### src/rtl/tod_pkg.sv
`timescale 1ns/1ps
package tod_pkg;

  typedef struct packed {
    logic [6:0] sec;
    logic [6:0] min;
    logic [6:0] hour;
    logic [6:0] dow;
    logic [6:0] dom;
    logic [6:0] mon;
    logic [6:0] year;
    logic [6:0] cent;
  } tod_time_t;

  localparam logic [7:0] ADR_SEC  = 8'h00;
  localparam logic [7:0] ADR_MIN  = 8'h02;
  localparam logic [7:0] ADR_HOUR = 8'h04;
  localparam logic [7:0] ADR_DOW  = 8'h06;
  localparam logic [7:0] ADR_DOM  = 8'h07;
  localparam logic [7:0] ADR_MON  = 8'h08;
  localparam logic [7:0] ADR_YEAR = 8'h09;
  localparam logic [7:0] ADR_CTLA = 8'h0A;
  localparam logic [7:0] ADR_CTLB = 8'h0B;
  localparam logic [7:0] ADR_CENT = 8'h7F;

  localparam logic [2:0] DIV_RUN  = 3'b010;
  localparam logic [6:0] CTLA_RST = 7'h20;

  // binary 0..99 to packed BCD
  function automatic logic [7:0] bin_to_bcd(input logic [6:0] v);
    logic [6:0] tens;
    logic [6:0] ones;
    tens = v / 7'd10;
    ones = v - tens * 7'd10;
    return {tens[3:0], ones[3:0]};
  endfunction

  function automatic logic [6:0] bcd_to_bin(input logic [7:0] b);
    return 7'({3'b000, b[7:4]} * 7'd10 + {3'b000, b[3:0]});
  endfunction

  function automatic logic [7:0] enc_field(input logic [6:0] v, input logic bin_mode);
    return bin_mode ? {1'b0, v} : bin_to_bcd(v);
  endfunction

  function automatic logic [6:0] dec_field(input logic [7:0] b, input logic bin_mode);
    return bin_mode ? b[6:0] : bcd_to_bin(b);
  endfunction

  // internal hour is 0..23; 12-hour view puts PM in bit 7
  function automatic logic [7:0] enc_hour(input logic [6:0] h, input logic bin_mode,
                                          input logic full_day);
    logic       pm;
    logic [6:0] h12;
    if (full_day) return enc_field(h, bin_mode);
    pm  = (h >= 7'd12);
    h12 = pm ? h - 7'd12 : h;
    if (h12 == 7'd0) h12 = 7'd12;
    return {pm, 7'b0} | enc_field(h12, bin_mode);
  endfunction

  function automatic logic [6:0] dec_hour(input logic [7:0] b, input logic bin_mode,
                                          input logic full_day);
    logic [6:0] v;
    if (full_day) return dec_field(b, bin_mode);
    v = dec_field({1'b0, b[6:0]}, bin_mode);
    if (v == 7'd12) v = 7'd0;
    if (b[7]) v = v + 7'd12;
    return v;
  endfunction

  function automatic logic [6:0] month_days(input logic [6:0] mon, input logic [6:0] year);
    case (mon)
      7'd2:                          return (year[1:0] == 2'b00) ? 7'd29 : 7'd28;
      7'd4, 7'd6, 7'd9, 7'd11:       return 7'd30;
      default:                       return 7'd31;
    endcase
  endfunction

endpackage

### src/rtl/tod_step.sv
`timescale 1ns/1ps
module tod_step
  import tod_pkg::*;
(
  input  tod_time_t cur,
  input  logic      dse,
  input  logic      fall_done,
  output tod_time_t nxt,
  output logic      fall_done_nxt
);

  logic [6:0] dim;
  logic sec_wrap, min_wrap, hour_wrap, day_wrap, mon_wrap, year_wrap;
  logic at_0159, spring_hit, fall_hit;

  assign dim       = month_days(cur.mon, cur.year);
  assign sec_wrap  = cur.sec >= 7'd59;
  assign min_wrap  = sec_wrap && (cur.min >= 7'd59);
  assign at_0159   = min_wrap && (cur.hour == 7'd1) && (cur.dow == 7'd1);
  assign spring_hit = dse && at_0159 && (cur.mon == 7'd4) && (cur.dom <= 7'd7);
  assign fall_hit   = dse && at_0159 && (cur.mon == 7'd10) && (cur.dom >= 7'd25) && !fall_done;
  assign hour_wrap = min_wrap && (cur.hour >= 7'd23);
  assign day_wrap  = hour_wrap && (cur.dom >= dim);
  assign mon_wrap  = day_wrap && (cur.mon >= 7'd12);
  assign year_wrap = mon_wrap && (cur.year >= 7'd99);

  always_comb begin
    nxt           = cur;
    fall_done_nxt = fall_done;
    nxt.sec = sec_wrap ? 7'd0 : cur.sec + 7'd1;
    if (sec_wrap) nxt.min = min_wrap ? 7'd0 : cur.min + 7'd1;
    if (spring_hit) begin
      nxt.hour = 7'd3;
    end else if (fall_hit) begin
      nxt.hour      = 7'd1;
      fall_done_nxt = 1'b1;
    end else if (min_wrap) begin
      nxt.hour = hour_wrap ? 7'd0 : cur.hour + 7'd1;
    end
    if (hour_wrap) begin
      fall_done_nxt = 1'b0;
      nxt.dow = (cur.dow >= 7'd7) ? 7'd1 : cur.dow + 7'd1;
      nxt.dom = day_wrap ? 7'd1 : cur.dom + 7'd1;
    end
    if (day_wrap)  nxt.mon  = mon_wrap ? 7'd1 : cur.mon + 7'd1;
    if (mon_wrap)  nxt.year = year_wrap ? 7'd0 : cur.year + 7'd1;
    if (year_wrap) nxt.cent = (cur.cent >= 7'd99) ? 7'd0 : cur.cent + 7'd1;
  end

endmodule

### src/rtl/tod_seq.sv
`timescale 1ns/1ps
module tod_seq #(
  parameter int UIP_LEAD = 4
) (
  input  logic clk,
  input  logic rst_n,
  input  logic tick,
  input  logic run_ok,
  output logic uip,
  output logic fire,
  output logic done
);

  localparam int CW = (UIP_LEAD > 1) ? $clog2(UIP_LEAD) : 1;

  logic          busy_q;
  logic [CW-1:0] cnt_q;
  logic          done_q;
  logic          start, last;

  assign start = tick && !busy_q && run_ok;
  assign last  = busy_q && (cnt_q == CW'(UIP_LEAD - 1));
  assign fire  = last && run_ok;
  assign uip   = busy_q;
  assign done  = done_q;

  always_ff @(posedge clk) begin
    if (!rst_n) begin
      busy_q <= 1'b0;
      cnt_q  <= '0;
      done_q <= 1'b0;
    end else begin
      done_q <= fire;
      if (start) begin
        busy_q <= 1'b1;
        cnt_q  <= '0;
      end else if (last) begin
        busy_q <= 1'b0;
      end else if (busy_q) begin
        cnt_q <= cnt_q + 1'b1;
      end
    end
  end

  p_start_raises_uip_r5: assert property (@(posedge clk) disable iff (!rst_n)
    start |=> uip);
  p_fire_under_uip_r5: assert property (@(posedge clk) disable iff (!rst_n)
    fire |-> uip);
  p_done_at_uip_fall_r5: assert property (@(posedge clk) disable iff (!rst_n)
    fire |=> (done && !uip));
  p_done_single_r5: assert property (@(posedge clk) disable iff (!rst_n)
    done |=> !done);
  p_blocked_tick_r6: assert property (@(posedge clk) disable iff (!rst_n)
    (!uip && !run_ok) |=> !uip);

endmodule

### src/rtl/tod_regs.sv
`timescale 1ns/1ps
module tod_regs
  import tod_pkg::*;
(
  input  logic       clk,
  input  logic       rst_n,
  input  logic [7:0] host_addr,
  input  logic [7:0] host_wdata,
  input  logic       host_we,
  input  logic       uip,
  input  logic       upd_fire,
  input  tod_time_t  nxt_time,
  input  logic       nxt_fall_done,
  output tod_time_t  time_q,
  output logic       fall_done_q,
  output logic       hold_set,
  output logic       dse_on,
  output logic [2:0] divider,
  output logic [7:0] host_rdata
);

  logic [6:0] ctla_q;
  logic [7:0] ctlb_q;
  logic       bin_mode, full_day;
  logic [6:0] w_field, w_hour;
  logic       addr_known;

  assign bin_mode = ctlb_q[2];
  assign full_day = ctlb_q[1];
  assign hold_set = ctlb_q[7];
  assign dse_on   = ctlb_q[0];
  assign divider  = ctla_q[6:4];
  assign w_field  = dec_field(host_wdata, bin_mode);
  assign w_hour   = dec_hour(host_wdata, bin_mode, full_day);

  always_ff @(posedge clk) begin
    if (!rst_n) begin
      time_q      <= '{sec: 7'd0, min: 7'd0, hour: 7'd0, dow: 7'd1, dom: 7'd1,
                       mon: 7'd1, year: 7'd0, cent: 7'd20};
      fall_done_q <= 1'b0;
      ctla_q      <= CTLA_RST;
      ctlb_q      <= 8'h00;
    end else begin
      if (upd_fire) begin
        time_q      <= nxt_time;
        fall_done_q <= nxt_fall_done;
      end
      if (host_we) begin
        case (host_addr)
          ADR_SEC:  begin time_q.sec  <= w_field; fall_done_q <= 1'b0; end
          ADR_MIN:  begin time_q.min  <= w_field; fall_done_q <= 1'b0; end
          ADR_HOUR: begin time_q.hour <= w_hour;  fall_done_q <= 1'b0; end
          ADR_DOW:  begin time_q.dow  <= w_field; fall_done_q <= 1'b0; end
          ADR_DOM:  begin time_q.dom  <= w_field; fall_done_q <= 1'b0; end
          ADR_MON:  begin time_q.mon  <= w_field; fall_done_q <= 1'b0; end
          ADR_YEAR: begin time_q.year <= w_field; fall_done_q <= 1'b0; end
          ADR_CENT: begin time_q.cent <= w_field; fall_done_q <= 1'b0; end
          ADR_CTLA: ctla_q <= host_wdata[6:0];
          ADR_CTLB: ctlb_q <= host_wdata;
          default:  ;
        endcase
      end
    end
  end

  always_comb begin
    addr_known = 1'b1;
    host_rdata = 8'h00;
    case (host_addr)
      ADR_SEC:  host_rdata = enc_field(time_q.sec, bin_mode);
      ADR_MIN:  host_rdata = enc_field(time_q.min, bin_mode);
      ADR_HOUR: host_rdata = enc_hour(time_q.hour, bin_mode, full_day);
      ADR_DOW:  host_rdata = enc_field(time_q.dow, bin_mode);
      ADR_DOM:  host_rdata = enc_field(time_q.dom, bin_mode);
      ADR_MON:  host_rdata = enc_field(time_q.mon, bin_mode);
      ADR_YEAR: host_rdata = enc_field(time_q.year, bin_mode);
      ADR_CENT: host_rdata = enc_field(time_q.cent, bin_mode);
      ADR_CTLA: host_rdata = {uip, ctla_q};
      ADR_CTLB: host_rdata = ctlb_q;
      default:  addr_known = 1'b0;
    endcase
  end

  p_time_quiet_r6: assert property (@(posedge clk) disable iff (!rst_n)
    (!host_we && !upd_fire) |=> $stable(time_q));
  p_hold_blocks_r6: assert property (@(posedge clk) disable iff (!rst_n)
    (hold_set && !host_we) |=> $stable(time_q));
  p_unmapped_write_r2: assert property (@(posedge clk) disable iff (!rst_n)
    (host_we && !addr_known && !upd_fire) |=> ($stable(time_q) && $stable(ctlb_q) && $stable(ctla_q)));
  p_step_in_range_r7: assert property (@(posedge clk) disable iff (!rst_n)
    (upd_fire && !host_we && time_q.sec < 7'd60 && time_q.min < 7'd60 && time_q.hour < 7'd24)
    |=> (time_q.sec < 7'd60 && time_q.min < 7'd60 && time_q.hour < 7'd24));
  p_hour_moves_by_one_r10: assert property (@(posedge clk) disable iff (!rst_n)
    (upd_fire && !host_we && !dse_on && time_q.hour < 7'd24)
    |=> (time_q.hour == 7'd0 || time_q.hour == $past(time_q.hour) ||
         time_q.hour == $past(time_q.hour) + 7'd1));

endmodule

### src/rtl/tod_calendar.sv
`timescale 1ns/1ps
module tod_calendar
  import tod_pkg::*;
#(
  parameter int UIP_LEAD = 4
) (
  input  logic       clk,
  input  logic       rst_n,
  input  logic       tick_1hz,
  input  logic [7:0] host_addr,
  input  logic [7:0] host_wdata,
  input  logic       host_we,
  output logic [7:0] host_rdata,
  output logic       uip,
  output logic       update_done
);

  tod_time_t  time_q, nxt_time;
  logic       fall_done_q, nxt_fall_done;
  logic       hold_set, dse_on, run_ok, upd_fire;
  logic [2:0] divider;

  assign run_ok = (divider == DIV_RUN) && !hold_set;

  tod_seq #(.UIP_LEAD(UIP_LEAD)) u_seq (
    .clk    (clk),
    .rst_n  (rst_n),
    .tick   (tick_1hz),
    .run_ok (run_ok),
    .uip    (uip),
    .fire   (upd_fire),
    .done   (update_done)
  );

  tod_step u_step (
    .cur           (time_q),
    .dse           (dse_on),
    .fall_done     (fall_done_q),
    .nxt           (nxt_time),
    .fall_done_nxt (nxt_fall_done)
  );

  tod_regs u_regs (
    .clk           (clk),
    .rst_n         (rst_n),
    .host_addr     (host_addr),
    .host_wdata    (host_wdata),
    .host_we       (host_we),
    .uip           (uip),
    .upd_fire      (upd_fire),
    .nxt_time      (nxt_time),
    .nxt_fall_done (nxt_fall_done),
    .time_q        (time_q),
    .fall_done_q   (fall_done_q),
    .hold_set      (hold_set),
    .dse_on        (dse_on),
    .divider       (divider),
    .host_rdata    (host_rdata)
  );

endmodule

### config.mk
export PLATFORM = sky130hd
export DESIGN_NAME = tod_calendar
export DESIGN_NICKNAME = d
export VERILOG_FILES = /design/src/rtl/tod_pkg.sv /design/src/rtl/tod_step.sv /design/src/rtl/tod_seq.sv /design/src/rtl/tod_regs.sv /design/src/rtl/tod_calendar.sv
export SDC_FILE = /design/constraint.sdc
export NUM_CORES = 1
export LEC_CHECK = 0
export ABC_AREA = 0
export BUFFER_PORTS_ARGS = -buffer_cell sky130_fd_sc_hd__buf_2
export CELL_PAD_IN_SITES_DETAIL_PLACEMENT = 1
export CELL_PAD_IN_SITES_GLOBAL_PLACEMENT = 2
export CORE_UTILIZATION = 34
export CTS_BUF_LIST = sky130_fd_sc_hd__clkbuf_16
export DETAILED_ROUTE_END_ITERATION = 6
export GPL_ROUTABILITY_DRIVEN = 0
export GPL_TIMING_DRIVEN = 0
export MAX_ROUTING_LAYER = met4
export PLACE_DENSITY = 0.76
export SYNTH_ARGS = -nofsm -noshare
export SYNTH_HDL_FRONTEND = slang
export SYNTH_SLANG_ARGS = --single-unit
### constraint.sdc
create_clock -name clk -period 7.4 [get_ports clk]
set_input_delay 0.74 -clock clk [delete_from_list [all_inputs] [get_ports clk]]
set_output_delay 0.74 -clock clk [all_outputs]
set_load 0.01 [all_outputs]
======== After elaboration in Yosys (flattened, before gate mapping) ========
Cells that the tools add are included.
operators by class
  add/sub/neg operators ................... 22
  multiply operators ...................... 11
  divide/modulo/power cells ............... 9
  $lt $le $gt $ge ......................... 11
  equality and inequality tests ........... 20
  muxes and demuxes ....................... 61
  bitwise logic cells ..................... 3
  reduce and logical (&&, ||, !) cells .... 31
operator list
  kind                                                                                 count
  7-bit two-way mux                                                                    34
  56-bit two-way mux                                                                   2
  8-bit two-way mux                                                                    11
  8-bit one-hot mux with 10 select lines                                               1
  7-bit by 4-bit divider with 7-bit output, second input constant                      9
  7-bit by 3-bit multiplier with 3-bit output, second input constant                   9
  7-bit by 1-bit adder with 7-bit output, second input constant                        8
  4-bit subtractor                                                                     9
  8-bit by 4-bit equality test with 1-bit output, second input constant                4
  7-bit by 4-bit equality test with 1-bit output, second input constant                4
  8-bit by 3-bit equality test with 1-bit output, second input constant                3
  1-bit logical AND                                                                    18
  7-bit by 4-bit adder with 7-bit output                                               2
  7-bit by 1-bit equality test with 1-bit output, second input constant                2
  7-bit by 3-bit equality test with 1-bit output, second input constant                2
  7-bit by 4-bit greater-or-equal comparator with 1-bit output, second input constant  2
  7-bit by 5-bit greater-or-equal comparator with 1-bit output, second input constant  2
  7-bit by 6-bit greater-or-equal comparator with 1-bit output, second input constant  2
  7-bit greater-or-equal comparator, second input constant                             2
  14-bit two-way mux                                                                   1
  7-bit one-hot mux with 2 select lines                                                1
  1-bit two-way mux                                                                    11
  8-bit by 2-bit equality test with 1-bit output, second input constant                1
  8-bit by 7-bit equality test with 1-bit output, second input constant                1
  22 further kinds                                                                     27
word-level totals
  bits in registers ....................... 76
  output and inout bits ................... 10
  word-level logic and storage cells ...... 182

======== Depth between registers and ports, before layout ========
  depth in word-level cells ............... 14
  mapped depth ............................ 34

======== Hierarchy ========
A second synthesis with hierarchy kept.
second synthesis, totals
  cells, all modules ...................... 1406
  area total of the unflattened synthesis .. 10234.8 um^2
modules (own cells, without submodules)
  module        instances  cells an instance  area each (um^2)  sequential area each (um^2)
  tod_regs      1          1112               8313.0            1441.4
  tod_step      1          274                1719.1            0.0
  tod_seq       1          19                 187.7             80.1
  tod_calendar  1          1                  15.0              0.0

======== Worst setup path before layout ========
OpenSTA, ideal clock, no wires.
  path type ............................... reg-to-output
  from .................................... register, netlist name u_regs.time_q[37]
  to ...................................... output port host_rdata[3]
  arrival time ............................ 7092 ps
  slack ................................... -432 ps
  stages on the path, launching flop included .. 35
  buffers on the path ..................... 4
  cells stage by stage .................... dfxtp_1 -> ha_1 -> buf_4 -> buf_4 -> or2_2 -> o21ai_0 -> ha_1 -> clkbuf_1 -> a221o_1 -> buf_2 -> nand3_1 -> nand2_1 -> ha_1 -> a2111oi_4 -> o31ai_1 -> nand2_1 -> ha_1 -> nand2_1 -> a22oi_1 -> nor2_1 -> ha_1 -> nand3b_1 -> o2bb2ai_1 -> or3_1 -> a21o_1 -> ha_1 -> inv_1 -> fa_1 -> or4_1 -> and2_1 -> nor2_1 -> or4b_1 -> nand3_2 -> a2111oi_2 -> a211oi_1
between the ends
  word-level cells in the longest chain between the ends .. 13
  elaborated cells between the ends (all ways) .. 19
  those cells by class .................... add/sub (3); mul (2); div (2); order compare (1); mux (9); bitwise (1); reduce/logical (1)
ends and longest elaborated chain
  element                                                                                                                      RTL line                      text
  7-bit by 4-bit subtractor with 7-bit output or 7-bit by 4-bit greater-or-equal comparator with 1-bit output (tied branches)  tod_pkg.sv:57, tod_pkg.sv:56
  7-bit two-way mux                                                                                                            tod_pkg.sv:57                 h12 = pm ? h - 7'd12 : h;
  7-bit zero test                                                                                                              tod_pkg.sv:58                 if (h12 == 7'd0) h12 = 7'd12;
  7-bit two-way mux                                                                                                            tod_pkg.sv:58
  7-bit two-way mux                                                                                                            tod_pkg.sv:56                 pm = (h >= 7'd12);
  7-bit two-way mux                                                                                                            tod_regs.sv:69                case (host_addr)
  7-bit by 4-bit divider with 7-bit output                                                                                     tod_pkg.sv:33                 tens = v / 7'd10;
  7-bit by 3-bit multiplier with 3-bit output                                                                                  tod_pkg.sv:34                 ones = v - tens * 7'd10;
  4-bit subtractor                                                                                                             tod_pkg.sv:34
  8-bit two-way mux                                                                                                            tod_pkg.sv:43                 return bin_mode ? {1'b0, v} : bin_to_bcd(v);
  8-bit bitwise OR                                                                                                             tod_pkg.sv:59                 return {pm, 7'b0} | enc_field(h12, bin_mode);
  8-bit two-way mux (*)                                                                                                        tod_pkg.sv:56
  8-bit one-hot mux with 10 select lines (*)                                                                                   tod_regs.sv:69
  to (decl)                                                                                                                    tod_calendar.sv:13            output logic [7:0] host_rdata,
Every way passes the cells marked *; elsewhere a longest branch is shown, timed or not. The select of a mux whose other input is x is not followed.

======== Worst setup path in the final report ========
  from .................................... register, netlist name u_regs.time_q[40]
  to ...................................... output port host_rdata[3]
between the ends
  word-level cells in the longest chain between the ends .. 13
  elaborated cells between the ends (all ways) .. 19
  those cells by class .................... add/sub (3); mul (2); div (2); order compare (1); mux (9); bitwise (1); reduce/logical (1)
ends and longest elaborated chain
  element                                                                                                                      RTL line
  7-bit by 4-bit subtractor with 7-bit output or 7-bit by 4-bit greater-or-equal comparator with 1-bit output (tied branches)  tod_pkg.sv:57, tod_pkg.sv:56
  7-bit two-way mux                                                                                                            tod_pkg.sv:57
  7-bit zero test                                                                                                              tod_pkg.sv:58
  7-bit two-way mux                                                                                                            tod_pkg.sv:58
  7-bit two-way mux                                                                                                            tod_pkg.sv:56
  7-bit two-way mux                                                                                                            tod_regs.sv:69
  7-bit by 4-bit divider with 7-bit output                                                                                     tod_pkg.sv:33
  7-bit by 3-bit multiplier with 3-bit output                                                                                  tod_pkg.sv:34
  4-bit subtractor                                                                                                             tod_pkg.sv:34
  8-bit two-way mux                                                                                                            tod_pkg.sv:43
  8-bit bitwise OR                                                                                                             tod_pkg.sv:59
  8-bit two-way mux (*)                                                                                                        tod_pkg.sv:56
  8-bit one-hot mux with 10 select lines (*)                                                                                   tod_regs.sv:69
Marks and branches as above.

==> reports/metrics.cfg <==
[route]
drt-wirelength-per-cell_um = 23.7
vias = 10786
drcViolationCount = 0
drt-initial-drc-count = 899
via_per_inst = 6.02
detail-route-antenna-nets = 0
firstDrtPassIters = 6
wl_um = 42400

[power]
irDropWorstVdd_mv = 0.101
netSwitchingPower_mw = 0.337
power.density_mw_per_mm2 = 94.5
power.total_mw = 1.06
pwr-share-seq_pct = 39.0
combPwrFrac_pct = 16.9
p_int_mw = 0.726
clkPwrFrac_pct = 44.0
p_leak_nw = 4.37
swShare_pct = 31.7

[logic_synthesis]
synth_top_area_cell = dfxtp_1
netlist_area_mm2 = 0.00966
yosys-top-cells-count = 132 x nand2_1, 90 x o21ai_0, 76 x dfxtp_1
ys_warn_count = 0
yosys-top-cells-area = dfxtp_1 16%, ha_1 9.6%, nand2_1 5.1%
netlist_instances = 1329
synth-main-ff-cell = dfxtp_1
synthArstFlopShare_pct = 0
syn-num-nets = 1434
synth_edf_count = 0
synth_area_per_cell_um2 = 7.27
yosysSeqAreaShare_pct = 15.8
synth_top_area_share_pct = 15.8
yosysUniqueCellTypes = 90
synth-seq-cells = 76
synth_most_common_cell = nand2_1

[sta]
fin_skew_ns = 0.00842
fmax_ghz = 0.129
finalSetupViolCount = 1
tightest_slew_ns = 1.53
relSlewSlack_pct = -1.88
hold_viol = 0
final_max_slew_viol_count = 8
fin_crit_ns = 7.77
final.period_utilization_pct = 105
grt_setup_unrepaired = yes
setup_ws_ns = -0.369
tns_ns = -0.369

[status]
outcome = complete, but fails checks
violations = max-capacitance violations, max-slew violations, negative setup slack

[placement]
dp.cells = 1734
placed_cell_area_mm2 = 0.0103
dpl_worst_slack_ns = -1.25
numPortBuffers = 27
hpwl_um = 31700

[clocking]
cts_buffer_depth = 2
cts_root_buffer = clkbuf_16
cts_tree = built
clk_latency_ns = 0.36
numCtsBuffers = 9
cts_sinks = 76
cts_hold_buf = 0
cts_htree_levels = 3
clk_pin_slew_ns = 0.07

[floorplan]
die-area_mm2 = 0.0291
start_util_pct = 34.7
core_mm2 = 0.0279
rows = 61
die_x_um = 171
ios = 30
die_h_um = 171

[worst_setup_path]
critPathSlowestCell = or4_4
arrival_ns = 7.03
max_stage_delay_ns = 0.54
path_max_fanout = 9
start_kind = flop
end_kind = primary output
critPathKind = reg -> out
required_ns = 6.66

[grt]
grt-ovfl-total = 0
grt_pass1_wl_um = 64600
antenna_found_initial = 2
grt_pass1_vias = 10901
grt_use_total_pct = 30.2
grt_max_degree = 14

[finish]
final_nets = 1512
finalInstanceArea_mm2 = 0.0113
layout-drive-gt1-share_pct = 12.3
stdcell_count = 1791
area_growth_pct = 16.6

[run]
maxCapViolCount = 1

[worst_hold_path]
hp-class = reg -> reg

metal layers:
layer | routed length (um) | GRT usage, % | share of wire (%)
met5 | 0 | - | 0
met1 | 18700 | 38.2 | 44
met4 | 1900 | 13.8 | 4.5
met3 | 1910 | 2.52 | 4.5
met2 | 19800 | 48.8 | 47
flip-flops by register name (all words and copies together), names as in the netlist:
name / count
u_seq.done: 1
u_regs.time_q: 56
u_regs.ctla_q: 7
u_regs.ctlb_q: 8
u_seq.cnt_q: 2
u_regs.fall_done_q: 1
u_seq.uip: 1
cell usage in the layout, fill, tap and decap left out, drive strengths merged, types with 13 or more instances in the layout:
master / count
nand2: 132
o21ai: 96
buf: 91
clkbuf: 77
dfxtp: 76
a21oi: 75
ha: 74
nor2: 70
inv: 68
nand3: 67
nor3: 41
xnor2: 39
and2: 38
nor2b: 31
o22ai: 30
nand2b: 24
o211ai: 24
mux2i: 23
o211a: 20
nor3b: 17
a31oi: 15
a211oi: 15
and3: 14
a21o: 13
area by class of cell:
cell class,count,area (um^2)
Timing Repair Buffer,68,450
Multi-Input combinational cell,1094,7810
Clock inverter,7,68.8
Buffer,91,442
Antenna cell,1,2.50
Tap cell,378,473
Fill cell,3489,16600
Inverter,67,255
Clock buffer,9,225
Sequential cell,76,1530
per-stage QoR:
stage | hold slack, ns | util (%)
after detailed placement | 0.465 | 37.0
after CTS | 0.479 | 40.0
final | 0.472 | 40.4
after floorplan | 0.440 | -
after global placement | 0.461 | 36.9
after global routing | 0.499 | 40.4
kinds of logic (layout without fill, tap and decap cells):
kind of cell / Yosys count / in the layout / synth area share [%]
AND/OR/NAND/NOR: 512 / 512 / 27.8
AO/OA/AOI/OAI: 414 / 414 / 29.6
buffers and inverters: 159 / 242 / 6.56
adder cells (fa/ha/maj): 87 / 87 / 12.1
flip-flops: 76 / 76 / 15.8
XOR/XNOR: 49 / 49 / 4.44
multiplexers: 32 / 32 / 3.78
other: 0 / 1 / 0
repair_timing:
item                                    CTS  global route
endpoints found under the hold margin     0             0
endpoints found under the setup margin    3             1
pin swaps                                22            19
resized for setup                        73            10
buffers inserted                         32             9
gates cloned                              0             0
power by group through the flow:
stage | Combinational, mW | Sequential [mW] | Clock (mW)
6_report | 0.180 | 0.415 | 0.468
2_1_floorplan | 0.0964 | 0.424 | 0
3_3_place_gp | 0.169 | 0.425 | 0
4_1_cts | 0.177 | 0.415 | 0.474
5_1_grt | 0.191 | 0.415 | 0.491
3_5_place_dp | 0.171 | 0.425 | 0
path summary, 6_finish.rpt:
check | depth (start not counted) | end | startpoint | slack [ns]
hold / removal | 2 | u_regs.ctla_q[3] | u_regs.ctla_q[3] | 0.47
hold reg to reg | 2 | u_regs.ctla_q[3] | u_regs.ctla_q[3] | 0.47
setup / recovery | 29 | host_rdata[3] | u_regs.time_q[40] | -0.37
setup reg to reg | 16 | u_regs.time_q[3] | u_regs.time_q[17] | 2.40
critical path, delay by kind of cell (launching register included):
family,cells,cell delay [ns]
simple gates,9,1.92
buf+inv,5,0.59
flops,1,0.36
fa+ha+maj,5,1.12
compound gates,10,2.65
Power figures use the tool's default switching activity.
